### src/rtl/arb_pkg.sv
package arb_pkg;
    typedef enum logic [1:0] {
        ARB_IDLE       = 2'b00,
        ARB_LEFT_WINS  = 2'b01,
        ARB_RIGHT_WINS = 2'b10
    } arb_state_t;
endpackage

### src/rtl/arb_history.sv
module arb_history #(
    parameter int ADDR_W = 10
) (
    input  logic              clk,
    input  logic              rst_n,
    input  logic              sel,
    input  logic [ADDR_W-1:0] addr,
    output logic              held
);
    logic              sel_q;
    logic [ADDR_W-1:0] addr_q;

    always_ff @(posedge clk or negedge rst_n) begin
        if (!rst_n) begin
            sel_q  <= 1'b0;
            addr_q <= '0;
        end else begin
            sel_q  <= sel;
            addr_q <= addr;
        end
    end

    // port was selected at this very address in the previous cycle
    assign held = sel_q && (addr_q == addr);
endmodule

### src/rtl/arb_fsm.sv
module arb_fsm
    import arb_pkg::*;
(
    input  logic       clk,
    input  logic       rst_n,
    input  logic       slave_mode,
    input  logic       contend,
    input  logic       lt_held,
    input  logic       rt_held,
    output arb_state_t state_q,
    output arb_state_t state_d
);
    always_ff @(posedge clk or negedge rst_n) begin
        if (!rst_n) state_q <= ARB_IDLE;
        else        state_q <= state_d;
    end

    always_comb begin
        state_d = state_q;
        if (slave_mode || !contend) begin
            state_d = ARB_IDLE;
        end else begin
            unique case (state_q)
                ARB_IDLE: begin
                    if (rt_held && !lt_held) state_d = ARB_RIGHT_WINS;
                    else                     state_d = ARB_LEFT_WINS;
                end
                ARB_LEFT_WINS:  state_d = ARB_LEFT_WINS;
                ARB_RIGHT_WINS: state_d = ARB_RIGHT_WINS;
                default:        state_d = ARB_IDLE;
            endcase
        end
    end
endmodule

### src/rtl/wr_gate.sv
module wr_gate (
    input  logic slave_mode,
    input  logic sel,
    input  logic wr,
    input  logic busy_in_n,
    input  logic lost,
    output logic wen
);
    logic inhibit;

    always_comb begin
        inhibit = slave_mode ? !busy_in_n : lost;
        wen     = sel && wr && !inhibit;
    end
endmodule

### src/rtl/dp_contention_arb.sv
module dp_contention_arb
    import arb_pkg::*;
#(
    parameter int ADDR_W = 10
) (
    input  logic              clk,
    input  logic              rst_n,
    input  logic              slave_mode,
    input  logic              lt_sel,
    input  logic [ADDR_W-1:0] lt_addr,
    input  logic              lt_wr,
    input  logic              lt_busy_in_n,
    input  logic              rt_sel,
    input  logic [ADDR_W-1:0] rt_addr,
    input  logic              rt_wr,
    input  logic              rt_busy_in_n,
    output logic              lt_busy_n,
    output logic              rt_busy_n,
    output logic              lt_wen,
    output logic              rt_wen
);
    logic       contend, lt_held, rt_held, lt_lost, rt_lost;
    arb_state_t state_q, state_d;

    assign contend = lt_sel && rt_sel && (lt_addr == rt_addr);

    arb_history #(.ADDR_W(ADDR_W)) u_lt_hist (
        .clk(clk), .rst_n(rst_n), .sel(lt_sel), .addr(lt_addr), .held(lt_held));
    arb_history #(.ADDR_W(ADDR_W)) u_rt_hist (
        .clk(clk), .rst_n(rst_n), .sel(rt_sel), .addr(rt_addr), .held(rt_held));

    arb_fsm u_fsm (
        .clk(clk), .rst_n(rst_n), .slave_mode(slave_mode), .contend(contend),
        .lt_held(lt_held), .rt_held(rt_held), .state_q(state_q), .state_d(state_d));

    always_comb begin
        lt_busy_n = (state_q != ARB_RIGHT_WINS);
        rt_busy_n = (state_q != ARB_LEFT_WINS);
        lt_lost   = (state_d == ARB_RIGHT_WINS) || (state_q == ARB_RIGHT_WINS);
        rt_lost   = (state_d == ARB_LEFT_WINS)  || (state_q == ARB_LEFT_WINS);
    end

    wr_gate u_lt_gate (
        .slave_mode(slave_mode), .sel(lt_sel), .wr(lt_wr),
        .busy_in_n(lt_busy_in_n), .lost(lt_lost), .wen(lt_wen));
    wr_gate u_rt_gate (
        .slave_mode(slave_mode), .sel(rt_sel), .wr(rt_wr),
        .busy_in_n(rt_busy_in_n), .lost(rt_lost), .wen(rt_wen));


    one_loser_chk: assert property (@(posedge clk) disable iff (!rst_n)
        !(!lt_busy_n && !rt_busy_n));

    free_release_chk: assert property (@(posedge clk) disable iff (!rst_n)
        !contend |=> (lt_busy_n && rt_busy_n));

    fresh_left_chk: assert property (@(posedge clk) disable iff (!rst_n)
        (!slave_mode && contend && lt_busy_n && rt_busy_n && !rt_held) |=> !rt_busy_n);

    hold_busy_chk: assert property (@(posedge clk) disable iff (!rst_n)
        (!slave_mode && contend && !rt_busy_n) |=> !rt_busy_n);

    lt_gate_chk: assert property (@(posedge clk) disable iff (!rst_n)
        (!slave_mode && !lt_busy_n) |-> !lt_wen);

    rt_gate_chk: assert property (@(posedge clk) disable iff (!rst_n)
        (!slave_mode && !rt_busy_n) |-> !rt_wen);

    slave_quiet_chk: assert property (@(posedge clk) disable iff (!rst_n)
        slave_mode |=> (lt_busy_n && rt_busy_n));

    slave_inhibit_chk: assert property (@(posedge clk) disable iff (!rst_n)
        (slave_mode && (!lt_busy_in_n || !rt_busy_in_n)) |->
        ((lt_busy_in_n || !lt_wen) && (rt_busy_in_n || !rt_wen)));
endmodule

### config.mk
export PLATFORM = sky130hd
export DESIGN_NAME = dp_contention_arb
export DESIGN_NICKNAME = d
export VERILOG_FILES = /design/src/rtl/arb_pkg.sv /design/src/rtl/arb_history.sv /design/src/rtl/arb_fsm.sv /design/src/rtl/wr_gate.sv /design/src/rtl/dp_contention_arb.sv
export SDC_FILE = /design/constraint.sdc
export NUM_CORES = 1
export LEC_CHECK = 0
export BUFFER_PORTS_ARGS = -buffer_cell sky130_fd_sc_hd__buf_4
export CAP_MARGIN = 40
export CORE_ASPECT_RATIO = 1.25
export CORE_MARGIN = 8
export CORE_UTILIZATION = 25
export CTS_BUF_LIST = sky130_fd_sc_hd__clkbuf_4
export DETAILED_ROUTE_END_ITERATION = 10
export PLACE_DENSITY = 0.45
export SETUP_SLACK_MARGIN = 0.02
export SYNTH_ARGS = -nofsm -noshare
export SYNTH_HDL_FRONTEND = slang
export SYNTH_HIERARCHICAL = 1
export SYNTH_SLANG_ARGS = --single-unit
### constraint.sdc
create_clock -name clk -period 4.4 [get_ports clk]
set_clock_uncertainty 0.2 [all_clocks]
set_input_delay 0.88 -clock clk [delete_from_list [all_inputs] [get_ports clk]]
set_output_delay 0.88 -clock clk [all_outputs]
set_load 0.02 [all_outputs]
==> flow_summary.yaml, run 1 <==
cells_and_area:
  nets: 153
  fin_cells: 181
  layout-drive-gt1-share: 0.341
  areaGrowthSynthToFinish_pct: 31.1
  diodes: 0
clocking:
  cts_tree: "done"
  cts_setup_buffers: 0
  clk_latency_ns: 0.30
  cts_hold_buf: 0
  cts_resized: 0
  clock-sinks: 24
  clockBufferDepth: 2
  cts-buffers-inserted: 3
  clkTransAtPathRegs_ns: 0.13
  clockRootBuffer: "clkbuf_4"
  htree_levels: 1
yosys:
  synth_seq_cells: 24
  syn_nets: 116
  syn_avg_cell_area_sq_um: 12.5
  yosysSeqAreaShare: 0.551
  ys_warn_count: 6
  synthDistinctLibCells: 15
  netlist_area_sq_um: 1090
  syn_inst: 87
worst_setup_path:
  cp-end-kind: "output port"
  endpoint: "lt_wen"
  startpoint: "rt_addr[6]"
  path_class: "input port to output port"
  reg2reg_slack_ns: 2.70
  crit_fanout: 3
  cp_data_arrival_time_ns: 2.80
  cp-start-kind: "input port"
  worstReg2RegStart: "u_lt_hist/addr_q[8]"
  rr_worst_depth: 5
  worstReg2RegEnd: "u_fsm/state_q[0]"
  worstPathRequired_ns: 3.32
route:
  wl_um: 2400
  dr.pass1.iters: 2
  drtAntennaViolNets: 0
  drc: 0
  viasPerCell: 4.06
  avgRoutedWirePerCell_um: 13.2
  drt_iter0_drc: 10
  via_count: 735
timing:
  final.setup.tns_ns: 0
  timing.hold.ws_ns: 0.253
  slew_headroom: 0.783
  fmax_mhz: 258
  min_period_ns: 3.88
  timing_hold_violations_final: 0
  rsz0062_at_grt: "no"
  slew_viol_final: 0
  period_share: 0.882
  setup_ws_ns: 0.519
  worst_pin_slew_ns: 0.326
  setup_violations: 0
pwr:
  power_density_nw_per_um2: 280
  power_mw: 0.400
  ir_worst_vdd_v: 0.0000839
  p_leak_nw: 0.570
placement:
  pre_cts_ws_ns: 0.509
  finalWeightedCongestion: 0.711
  portBuffers: 32
  placed_cells: 177
  hpwl_um: 2000
global_route:
  grt_pass1_wl_um: 4150
  grt_pass1_vias: 913
  grtUsageTotal: 0.0789
  grt-ovfl-total: 0
  antenna_found_initial: 0
  grt_max_degree: 25
floorplan:
  dieArea_sq_um: 6740
  io_pins: 33
  core_sq_um: 4290
  start_util: 0.254
  die_h_um: 89.8
  core.rowCount: 27
  die_x_um: 75.1
outcome:
  status: "complete, no violations"
worst_hold_path:
  hold_class: "input port to async pin"
flow_run:
  cap_viol_max_count: 0
how the worst min path moves through the flow:
stage,start,end,slack (ns),cells after the start
4_1_cts,rst_n,u_lt_hist/addr_q[1],0.24,1
3_5_place_dp,u_fsm/state_q[1],u_fsm/state_q[0],0.32,1
6_report,rst_n,u_lt_hist/addr_q[1],0.25,1
3_3_place_gp,u_fsm/state_q[1],u_fsm/state_q[0],0.31,1
2_1_floorplan,u_fsm/state_q[1],u_fsm/state_q[0],0.29,1
5_1_grt,rst_n,u_lt_hist/addr_q[1],0.24,1
synthesized netlist by cell type:
| master | number | area [sq um] |
|---|---|---|
| dfrtp_1 | 24 | 601 |
| a2111oi_4 | 1 | 27.5 |
| o2111a_1 | 1 | 11.3 |
| inv_1 | 5 | 18.8 |
| nor3_2 | 2 | 20.0 |
| nand2b_1 | 2 | 12.5 |
| a21oi_2 | 2 | 17.5 |
| o21ai_0 | 2 | 10.0 |
| nor2b_4 | 1 | 13.8 |
| nand4_1 | 5 | 31.3 |
| nand2_1 | 5 | 18.8 |
| nand3_1 | 4 | 20.0 |
| xnor2_1 | 30 | 263 |
| or2_1 | 2 | 12.5 |
| nor4_2 | 1 | 12.5 |
critical path: stages:
cell       delay [ns]
buf_4            0.13
xnor2_1          0.19
nand3_1          0.11
nor4_2           0.33
inv_1            0.12
a2111oi_4        0.37
o21ai_0          0.15
or2_1            0.25
a21oi_2          0.13
buf_4            0.15
flip-flops by register name, summed over array words and instances, names as in the netlist:
register,count
u_lt_hist/sel_q,1
u_lt_hist/addr_q,10
u_fsm/state_q,2
u_rt_hist/sel_q,1
u_rt_hist/addr_q,10
metrics by stage:
stage / util / instance area [sq um]
after CTS: 0.333 / 1430
after floorplan: - / 1090
final: 0.333 / 1430
after global placement: 0.327 / 1400
after detailed placement: 0.327 / 1400
after global routing: 0.333 / 1430
where the power goes:
part | leakage, nW | internal (mW) | switching [mW]
clock network | 0.0154 | 0.0331 | 0.0621
registers | 0.284 | 0.231 | 0.00440
logic | 0.270 | 0.0383 | 0.0319
logic make-up (layout without fill, tap and decap cells):
logic type	Yosys count	in the layout	synth area share
AOI/OAI and AO/OA	6	6	0.0609
xor gates and xnor gates	30	30	0.241
buffers and inverters	5	41	0.0172
DFF	24	24	0.551
and+or+nand+nor	22	22	0.130
cell type report:
type,instances,area (sq um)
clock buffers,3,22.5
clock inverters,1,3.75
fillers,449,2860
inverters,5,18.8
multi-input cells,58,470
flip-flops and latches,24,601
well taps,58,72.6
repair buffers,32,240
layout by cell type, fill, tap and decap left out:
cell / netlist / routed
nand4_1: 5 / 5
xnor2_1: 30 / 30
nor3_2: 2 / 2
nand2b_1: 2 / 2
nor2b_4: 1 / 1
nor4_2: 1 / 1
nand2_1: 5 / 5
o21ai_0: 2 / 2
nand3_1: 4 / 4
a21oi_2: 2 / 2
clkinv_1: 0 / 1
a2111oi_4: 1 / 1
buf_4: 0 / 32
o2111a_1: 1 / 1
inv_1: 5 / 5
dfrtp_1: 24 / 24
or2_1: 2 / 2
clkbuf_4: 0 / 3
metal layers:
metal	global-route usage	wire, um	vias up
li1	-	-	357
met1	0.0826	888	363
met2	0.141	1380	11
met3	0.0211	96	4
met4	0.0295	36	0
met5	0	0	-
Note: power is estimated with default switching activity, not from simulation.
==> run 2: changes to the inputs <==
--- a/config.mk
+++ b/config.mk
@@ -6,14 +6,14 @@
 export NUM_CORES = 1
 export LEC_CHECK = 0
 export BUFFER_PORTS_ARGS = -buffer_cell sky130_fd_sc_hd__buf_4
-export CAP_MARGIN = 40
 export CORE_ASPECT_RATIO = 1.25
 export CORE_MARGIN = 8
 export CORE_UTILIZATION = 25
 export CTS_BUF_LIST = sky130_fd_sc_hd__clkbuf_4
 export DETAILED_ROUTE_END_ITERATION = 10
-export PLACE_DENSITY = 0.45
+export PLACE_DENSITY = 0.46
 export SETUP_SLACK_MARGIN = 0.02
+export SKIP_LAST_GASP = 1
 export SYNTH_ARGS = -nofsm -noshare
 export SYNTH_HDL_FRONTEND = slang
 export SYNTH_HIERARCHICAL = 1
==> flow_summary.yaml, run 2 (same netlist as run 1, synthesis figures left out) <==
timing:
  fmax_mhz: 261
  period_share: 0.871
  rsz0062_at_grt: "no"
  timing_hold_violations_final: 0
  setup_violations: 0
  slew_viol_final: 0
  min_period_ns: 3.83
  worst_pin_slew_ns: 0.298
  slew_headroom: 0.802
  final.setup.tns_ns: 0
  setup_ws_ns: 0.569
floorplan:
  core_sq_um: 4290
  dieArea_sq_um: 6740
  io_pins: 33
  die_x_um: 75.1
  start_util: 0.254
  die_h_um: 89.8
  core.rowCount: 27
cells_and_area:
  final_common_cell: "buf_4"
  diodes: 0
  nets: 153
  final_cell_mix: "32 x buf_4, 30 x xnor2_1, 24 x dfrtp_1"
  reg.largest.list: "u_lt_hist/addr_q x10, u_rt_hist/addr_q x10, u_fsm/state_q x2"
  areaGrowthSynthToFinish_pct: 31.1
  utilization: 0.333
  layout-drive-gt1-share: 0.341
worst_setup_path:
  crit_fanout: 3
  worstReg2RegStart: "u_lt_hist/addr_q[8]"
  worstPathRequired_ns: 3.32
  reg2reg_slack_ns: 2.71
  path_cells: "buf_4 > xnor2_1 > nand3_1 > nor4_2 > inv_1 > a2111oi_4 > o21ai_0 > or2_1 > a21oi_2 > buf_4"
  cpMaxStageDelayCell: "a2111oi_4"
  cp-start-kind: "input port"
  path_class: "input port to output port"
  cpLargestDelayFamily: "simple AND/OR/NAND/NOR gates"
  rr_worst_depth: 5
  cp-end-kind: "output port"
  cp_common_cell: "buf_4"
  worstReg2RegEnd: "u_fsm/state_q[0]"
  cp_data_arrival_time_ns: 2.75
  max_stage_delay_ns: 0.36
  crit_buf_inv: 3
global_route:
  grt_util_met3: 0.0222
  grt_pass1_wl_um: 4010
  antenna_found_initial: 0
  met1_usage: 0.0929
  use_met2: 0.116
  grt_max_degree: 25
  grt-ovfl-total: 0
  top_usage_layer: "met2"
  grt_pass1_vias: 873
  grtUsageTotal: 0.0750
clocking:
  clockBufferDepth: 2
  cts_hold_buf: 0
  cts_resized: 0
  clk_latency_ns: 0.30
  cts-buffers-inserted: 3
  clock-sinks: 24
  cts_tree: "done"
  clockRootBuffer: "clkbuf_4"
  cts_setup_buffers: 0
  clkTransAtPathRegs_ns: 0.12
  htree_levels: 1
route:
  wl_um: 2250
  avgRoutedWirePerCell_um: 12.5
  drtAntennaViolNets: 0
  via_count: 708
  drc: 0
  drt_iter0_drc: 5
  dr.pass1.iters: 2
  viasPerCell: 3.91
outcome:
  status: "complete, no violations"
placement:
  pre_cts_ws_ns: 0.525
  portBuffers: 32
  finalWeightedCongestion: 0.752
pwr:
  ir_worst_vdd_v: 0.000115
  p_leak_nw: 0.570
  power_density_nw_per_um2: 278
  power_mw: 0.398
flow_run:
  cap_viol_max_count: 0
worst_hold_path:
  hold_class: "input port to async pin"
## run 2: metrics by stage
step           instance area [sq um]  instances  hold WS, ns
4_1_cts                         1430        181        0.242
2_1_floorplan                   1090         87        0.290
5_1_grt                         1430        181        0.235
3_3_place_gp                    1400        177        0.314
6_report                        1430        181        0.245
3_5_place_dp                    1400        177        0.327
## run 2: layout make-up
| type | instances | area, sq um |
|---|---|---|
| sequential | 24 | 601 |
| inverter | 5 | 18.8 |
| clock inverter | 1 | 3.75 |
| clock buffer | 3 | 22.5 |
| multi-input combinational | 58 | 470 |
| timing repair buffer | 32 | 240 |
| tap | 58 | 72.6 |
| fill | 472 | 2860 |
## run 2: power breakdown
group | switching (mW) | internal [mW]
logic | 0.0309 | 0.0384
clock network | 0.0607 | 0.0331
registers | 0.00414 | 0.231
## run 2: per-layer routing
layer,routed length [um],up-vias
met5,0,-
met3,135,2
met4,22,0
met1,973,332
met2,1120,16
li1,-,358
## run 2: worst max path at each step
stage,start,end,slack [ns],cells after the start
2_1_floorplan,rt_addr[7],lt_wen,0.87,8
3_3_place_gp,rt_addr[6],lt_wen,0.57,10
3_5_place_dp,rt_addr[0],lt_wen,0.52,10
4_1_cts,rt_addr[0],lt_wen,0.51,10
5_1_grt,rt_addr[7],lt_wen,0.39,10
6_report,rt_addr[0],lt_wen,0.57,10
